$ cat src/rtl/mdio_eng_pkg.sv
`timescale 1ns/1ps
package mdio_eng_pkg;

    typedef enum logic [2:0] {
        S_IDLE,
        S_PREAMBLE,
        S_HEADER,
        S_TURN,
        S_DATA,
        S_FINISH
    } mdio_state_e;

    localparam int HDR_BITS = 14;
    localparam int TA_BITS  = 2;
    localparam int DAT_BITS = 16;

    localparam int F_GO      = 31;
    localparam int F_REG_LSB = 25;
    localparam int F_PHY_LSB = 20;
    localparam int F_CMD_LSB = 18;
    localparam int F_SOF_LSB = 16;

    localparam logic [1:0] OP_WRITE = 2'b01;
    localparam logic [1:0] OP_READ  = 2'b10;

    function automatic logic op_known(input logic [1:0] op);
        return (op == OP_WRITE) || (op == OP_READ);
    endfunction

endpackage

$ cat src/rtl/mdio_mdc_gen.sv
`timescale 1ns/1ps
module mdio_mdc_gen #(
    parameter int DIV_W = 6
) (
    input  logic             clk,
    input  logic             rst_n,
    input  logic             run,
    input  logic [DIV_W-1:0] div,
    output logic             mdc,
    output logic             rise_p,
    output logic             fall_p
);
    logic [DIV_W-1:0] hcnt;
    logic             wrap;

    assign wrap   = run && (hcnt == div);
    assign rise_p = wrap && !mdc;
    assign fall_p = wrap && mdc;

    always_ff @(posedge clk or negedge rst_n) begin
        if (!rst_n) begin
            hcnt <= '0;
            mdc  <= 1'b0;
        end else if (!run) begin
            hcnt <= '0;
            mdc  <= 1'b0;
        end else if (wrap) begin
            hcnt <= '0;
            mdc  <= ~mdc;
        end else begin
            hcnt <= hcnt + 1'b1;
        end
    end
endmodule

$ cat src/rtl/mdio_acc_reg.sv
`timescale 1ns/1ps
module mdio_acc_reg
    import mdio_eng_pkg::*;
#(
    parameter int WORD_W = 32
) (
    input  logic                clk,
    input  logic                rst_n,
    input  logic                wr_en,
    input  logic [WORD_W-1:0]   wr_data,
    input  logic                fin,
    input  logic                fin_rd,
    input  logic [DAT_BITS-1:0] rd_data,
    output logic [WORD_W-1:0]   word_q,
    output logic                start
);
    logic accept;

    assign accept = wr_en && !word_q[F_GO];
    assign start  = accept && wr_data[F_GO] &&
                    op_known(wr_data[F_CMD_LSB +: 2]);

    always_ff @(posedge clk or negedge rst_n) begin
        if (!rst_n) begin
            word_q <= '0;
        end else if (accept) begin
            word_q <= {start, 1'b0, wr_data[F_GO-2:0]};
        end else if (fin) begin
            word_q[F_GO] <= 1'b0;
            if (fin_rd) begin
                word_q[DAT_BITS-1:0] <= rd_data;
            end
        end
    end
endmodule

$ cat src/rtl/mdio_frame_fsm.sv
`timescale 1ns/1ps
module mdio_frame_fsm
    import mdio_eng_pkg::*;
#(
    parameter int PRE_BITS = 32
) (
    input  logic                clk,
    input  logic                rst_n,
    input  logic                start,
    input  logic [HDR_BITS-1:0] hdr,
    input  logic [DAT_BITS-1:0] wdata,
    input  logic                is_rd,
    input  logic                pre_en,
    input  logic                rise_p,
    input  logic                fall_p,
    input  logic                mdio_i,
    output logic                run,
    output logic                mdio_o,
    output logic                mdio_oe,
    output logic                fin,
    output logic                fin_rd,
    output logic [DAT_BITS-1:0] rd_data
);
    localparam int CNT_W = $clog2(PRE_BITS + DAT_BITS + 1);

    mdio_state_e         state, nxt;
    logic [CNT_W-1:0]    bit_cnt;
    logic [HDR_BITS-1:0] hdr_sr;
    logic [DAT_BITS-1:0] dat_sr;
    logic [DAT_BITS-1:0] rd_sr;
    logic                rd_op;

    // state register
    always_ff @(posedge clk or negedge rst_n) begin
        if (!rst_n) state <= S_IDLE;
        else        state <= nxt;
    end

    // next state
    always_comb begin
        nxt = state;
        unique case (state)
            S_IDLE:     if (start) nxt = pre_en ? S_PREAMBLE : S_HEADER;
            S_PREAMBLE: if (fall_p && bit_cnt == CNT_W'(PRE_BITS - 1)) nxt = S_HEADER;
            S_HEADER:   if (fall_p && bit_cnt == CNT_W'(HDR_BITS - 1)) nxt = S_TURN;
            S_TURN:     if (fall_p && bit_cnt == CNT_W'(TA_BITS - 1))  nxt = S_DATA;
            S_DATA:     if (fall_p && bit_cnt == CNT_W'(DAT_BITS - 1)) nxt = S_FINISH;
            S_FINISH:   nxt = S_IDLE;
            default:    nxt = S_IDLE;
        endcase
    end

    // datapath: bit counter, shifters, capture
    always_ff @(posedge clk or negedge rst_n) begin
        if (!rst_n) begin
            bit_cnt <= '0;
            hdr_sr  <= '0;
            dat_sr  <= '0;
            rd_sr   <= '0;
            rd_op   <= 1'b0;
        end else begin
            if (state != nxt)  bit_cnt <= '0;
            else if (fall_p)   bit_cnt <= bit_cnt + 1'b1;

            if (state == S_IDLE && start) begin
                hdr_sr <= hdr;
                dat_sr <= wdata;
                rd_op  <= is_rd;
            end else begin
                if (state == S_HEADER && fall_p) hdr_sr <= {hdr_sr[HDR_BITS-2:0], 1'b0};
                if (state == S_DATA && fall_p)   dat_sr <= {dat_sr[DAT_BITS-2:0], 1'b0};
            end

            if (state == S_DATA && rise_p && rd_op) begin
                rd_sr <= {rd_sr[DAT_BITS-2:0], mdio_i};
            end
        end
    end

    // outputs
    always_comb begin
        run     = 1'b0;
        mdio_o  = 1'b1;
        mdio_oe = 1'b0;
        fin     = 1'b0;
        unique case (state)
            S_IDLE: begin
            end
            S_PREAMBLE: begin
                run     = 1'b1;
                mdio_oe = 1'b1;
            end
            S_HEADER: begin
                run     = 1'b1;
                mdio_o  = hdr_sr[HDR_BITS-1];
                mdio_oe = 1'b1;
            end
            S_TURN: begin
                run     = 1'b1;
                mdio_o  = (bit_cnt == '0);
                mdio_oe = !rd_op;
            end
            S_DATA: begin
                run     = 1'b1;
                mdio_o  = dat_sr[DAT_BITS-1];
                mdio_oe = !rd_op;
            end
            S_FINISH: begin
                fin = 1'b1;
            end
            default: begin
            end
        endcase
    end

    assign fin_rd  = fin && rd_op;
    assign rd_data = rd_sr;
endmodule

$ cat src/rtl/mdio_cmd_engine.sv
`timescale 1ns/1ps
module mdio_cmd_engine
    import mdio_eng_pkg::*;
#(
    parameter int DIV_W    = 6,
    parameter int PRE_BITS = 32
) (
    input  logic             clk,
    input  logic             rst_n,
    input  logic             acc_wr_en,
    input  logic [31:0]      acc_wr_data,
    output logic [31:0]      acc_q,
    input  logic [DIV_W-1:0] mdc_div,
    input  logic             preamble_en,
    output logic             mdc,
    output logic             mdio_o,
    output logic             mdio_oe,
    input  logic             mdio_i
);
    logic                start, run, rise_p, fall_p, fin, fin_rd;
    logic [DAT_BITS-1:0] rd_data;
    logic [HDR_BITS-1:0] hdr;

    assign hdr = {acc_wr_data[F_SOF_LSB +: 2],
                  acc_wr_data[F_CMD_LSB +: 2],
                  acc_wr_data[F_PHY_LSB +: 5],
                  acc_wr_data[F_REG_LSB +: 5]};

    mdio_acc_reg #(.WORD_W(32)) u_acc (
        .clk     (clk),
        .rst_n   (rst_n),
        .wr_en   (acc_wr_en),
        .wr_data (acc_wr_data),
        .fin     (fin),
        .fin_rd  (fin_rd),
        .rd_data (rd_data),
        .word_q  (acc_q),
        .start   (start)
    );

    mdio_mdc_gen #(.DIV_W(DIV_W)) u_mdc (
        .clk    (clk),
        .rst_n  (rst_n),
        .run    (run),
        .div    (mdc_div),
        .mdc    (mdc),
        .rise_p (rise_p),
        .fall_p (fall_p)
    );

    mdio_frame_fsm #(.PRE_BITS(PRE_BITS)) u_fsm (
        .clk     (clk),
        .rst_n   (rst_n),
        .start   (start),
        .hdr     (hdr),
        .wdata   (acc_wr_data[DAT_BITS-1:0]),
        .is_rd   (acc_wr_data[F_CMD_LSB +: 2] == OP_READ),
        .pre_en  (preamble_en),
        .rise_p  (rise_p),
        .fall_p  (fall_p),
        .mdio_i  (mdio_i),
        .run     (run),
        .mdio_o  (mdio_o),
        .mdio_oe (mdio_oe),
        .fin     (fin),
        .fin_rd  (fin_rd),
        .rd_data (rd_data)
    );
endmodule

$ cat config.mk
export PLATFORM = sky130hd
export DESIGN_NAME = mdio_cmd_engine
export DESIGN_NICKNAME = d
export VERILOG_FILES = /design/src/rtl/mdio_eng_pkg.sv /design/src/rtl/mdio_mdc_gen.sv /design/src/rtl/mdio_acc_reg.sv /design/src/rtl/mdio_frame_fsm.sv /design/src/rtl/mdio_cmd_engine.sv
export SDC_FILE = /design/constraint.sdc
export NUM_CORES = 1
export LEC_CHECK = 0
export ABC_AREA = 1
export BUFFER_PORTS_ARGS = -buffer_cell sky130_fd_sc_hd__buf_4
export CAP_MARGIN = 30
export CORE_MARGIN = 2
export CORE_UTILIZATION = 35
export CTS_BUF_LIST = sky130_fd_sc_hd__clkbuf_8
export DETAILED_ROUTE_END_ITERATION = 8
export SETUP_SLACK_MARGIN = 0.05
export SYNTH_ARGS = -nofsm -noshare
export SYNTH_HDL_FRONTEND = slang
export SYNTH_SLANG_ARGS = --single-unit
$ cat constraint.sdc
create_clock -name clk -period 2.45 [get_ports clk]
set_input_delay 0.1225 -clock clk [delete_from_list [all_inputs] [get_ports clk]]
set_output_delay 0.1225 -clock clk [all_outputs]
set_load 0.02 [all_outputs]
==> flow_summary.json <==
{
  "outcome": "completed",
  "cts_tree": "built",
  "ys_seq_area_frac": 0.518,
  "grt_pass1_wl_um": 17300,
  "place_area_mm2": 0.00525,
  "dp_hpwl_um": 7050,
  "numCtsBuffers": 9,
  "diodes": 0,
  "wl_um": 10100,
  "peakVddDrop_uv": 236,
  "worstHoldStart": "acc_wr_data[18]",
  "antenna_left": 0,
  "clock-root-buffer": "clkbuf_8",
  "seq_power_share": 0.535,
  "fin_worst_skew_ps": 8.40,
  "end_kind": "register",
  "relSlewSlack": 0.641,
  "cellPowerDensity_mw_per_mm2": 625,
  "synth_area_leaders": "dfrtp_1, nand2_1, a31oi_1, nor2_1, mux2_2",
  "setup_viol": 0,
  "cts-resized-gates": 0,
  "grt_overflow_total": 0,
  "r2r-end": "u_fsm.bit_cnt[3]$_DFFE_PN0P_",
  "post-place-ws_ps": 422,
  "rsz0062_at_grt": "no",
  "synth_edf_count": 0,
  "critPathKind": "reg -> reg",
  "ys_warn_count": 0,
  "synth_flop_cell": "dfrtp_1",
  "ys_ff_latch": 94,
  "drc": 0,
  "min_to": "u_fsm.hdr_sr[10]$_DFFE_PN0P_",
  "start_util": 0.360,
  "core_mm2": 0.0126,
  "vias_per_cell": 4.75,
  "min_period_over_period": 0.829,
  "hold_buffers": 14,
  "fmax_mhz": 493,
  "hold_viol": 0,
  "portBuffers": 75,
  "nets": 631,
  "async_flop_share": 1.00,
  "dp.cells": 730,
  "cp.required_ps": 2710,
  "synth_most_common_cell": "nand2_1",
  "period_minus_slack_ps": 2030,
  "setup_ws_ps": 420,
  "hp-class": "in -> reg",
  "p_clk_frac": 0.276,
  "worstRegToRegCells": 14,
  "path_max_fanout": 11,
  "cp.arrival_ps": 2290,
  "r2r_start": "u_fsm.state[0]$_DFF_PN0_",
  "final_max_slew_viol_count": 0,
  "yosys.area.top_type_share": 0.518,
  "start_kind": "register",
  "synth_top_cells_by_count": "nand2_1, dfrtp_1, nor2_1",
  "ctsLongestPathBuffers": 2,
  "p_int_mw": 2.41,
  "fin_setup_tns_ps": 0,
  "htreeDepth": 3,
  "synth_top_cell_by_area": "dfrtp_1",
  "num_vias": 3608,
  "n_fill_cell": 1268,
  "final_area_mm2": 0.00557,
  "cts_sinks": 94,
  "syn_inst": 499,
  "avgSynthCellArea_um2": 9.09,
  "drt_iter0_markers": 168,
  "die_y_um": 118,
  "worst_slew_pin_slew_ps": 539,
  "synth_fp_nets": 547,
  "grt_antenna_before_repair": 0,
  "area_growth_pct": 22.7,
  "grt_max_degree": 95,
  "grt_use_total": 0.154,
  "pin_count": 78,
  "p_sw_mw": 1.08,
  "clock_latency_ps": 370,
  "first_global_vias": 3539,
  "instances_no_fill": 760,
  "drive_gt1_frac": 0.250,
  "clk_pin_slew_ps": 90,
  "p_comb_frac": 0.189,
  "avgRoutedWirePerCell_um": 13.2,
  "first_pass_iters": 5,
  "syn_area_mm2": 0.00454,
  "p_leak_nw": 2.76,
  "max_cap_violations": 0,
  "yosys.cell_types.count": 37,
  "r2r_slack_ps": 420,
  "utilization": 0.441,
  "post_cts_buffers": 0,
  "swShare": 0.309,
  "row_count": 41,
  "whs_path_depth": 3,
  "die-width_um": 118,
  "place.gp.congestion": 0.885,
  "die_area_mm2": 0.0139
}
-- placed cells by master (no fill, tap or decap), types with 6 or more instances in the layout --
cell           instances
a31oi_1               40
buf_4                 80
clkbuf_8               9
dfrtp_1               94
dlygate4sd3_1         14
inv_1                 39
inv_2                  6
mux2_2                16
mux2_4                10
nand2_1              123
nand2_2                6
nand3_1               26
nand4_1                6
nor2_1                62
o21ai_0               10
xor2_1                 7
-- routing by layer --
layer  track usage  vias to the layer above  routed length (um)
met2         0.248                       74                4780
met4        0.0633                        0                 184
met1         0.199                     1723                4660
li1              -                     1799                   -
met3        0.0363                       12                 436
met5             0                        -                   0
-- kinds of logic after synthesis --
family | count (synthesis) | synth area share
multiplexers | 26 | 0.0728
AO/OA/AOI/OAI | 58 | 0.0794
AND/OR/NAND/NOR | 241 | 0.237
XOR/XNOR | 7 | 0.0135
adder cells (fa/ha/maj) | 5 | 0.0138
other | 1 | 0.000826
buffers and inverters | 67 | 0.0648
flip-flops | 94 | 0.518
-- state kept, by name, indices dropped and copies added, names as in the netlist --
register and flops:
u_acc.word_q 31, u_fsm.dat_sr 16, u_fsm.rd_data 16, u_fsm.hdr_sr 14
u_fsm.bit_cnt 6, u_mdc.hcnt 6, u_fsm.state 3, u_fsm.rd_op 1
u_mdc.mdc 1
-- metrics by stage --
stage	hold WS (ps)	total power, mW
finish	30.4	3.48
global route	23.1	3.74
CTS	8.15	3.54
detailed placement	220	2.55
global placement	212	2.52
floorplan	-173	2.33
-- cell type report --
class	count	area, um^2	share of cell area
Clock buffer	9	124	0.0222
Clock inverter	7	57.6	0.0103
Inverter	45	169	0.0303
Multi-Input combinational cell	338	1890	0.340
Sequential cell	94	2350	0.422
Tap cell	172	215	0.0386
Timing Repair Buffer	95	761	0.137
-- power by group through the flow --
| stage | Combinational (mW) | Sequential (mW) | Clock [mW] |
|---|---|---|---|
| finish | 0.658 | 1.86 | 0.962 |
| global route | 0.772 | 1.89 | 1.07 |
| CTS | 0.673 | 1.87 | 1.01 |
| detailed placement | 0.656 | 1.89 | 0 |
| global placement | 0.636 | 1.89 | 0 |
| floorplan | 0.457 | 1.87 | 0 |
-- worst max-delay path, stage by stage, from the launching register on --
cell     delay (ps)
dfrtp_1         440
nor2_1          170
nand2_1         120
nand2_1         100
nor2_2           50
inv_2            80
nand2_4          70
nor2_4          270
nand3_1         170
nand3_1         130
nand2_1          60
nand2_1          50
inv_1            40
nand2_2         110
nor2_1           60
-- worst max path at each step --
stage / end / cells past startpoint / start
5_1_grt: u_fsm.bit_cnt[3]$_DFFE_PN0P_ / 15 / u_mdc.hcnt[0]$_DFF_PN0_
6_report: u_fsm.bit_cnt[3]$_DFFE_PN0P_ / 14 / u_fsm.state[0]$_DFF_PN0_
2_1_floorplan: u_fsm.dat_sr[10]$_DFFE_PN0P_ / 8 / u_acc.word_q[31]$_DFFE_PN0P_
3_3_place_gp: u_fsm.bit_cnt[2]$_DFFE_PN0P_ / 15 / u_mdc.hcnt[0]$_DFF_PN0_
4_1_cts: u_fsm.bit_cnt[3]$_DFFE_PN0P_ / 14 / u_fsm.state[0]$_DFF_PN0_
3_5_place_dp: u_fsm.bit_cnt[4]$_DFFE_PN0P_ / 14 / u_fsm.state[0]$_DFF_PN0_
No activity file was read; power rests on OpenSTA's default activity.
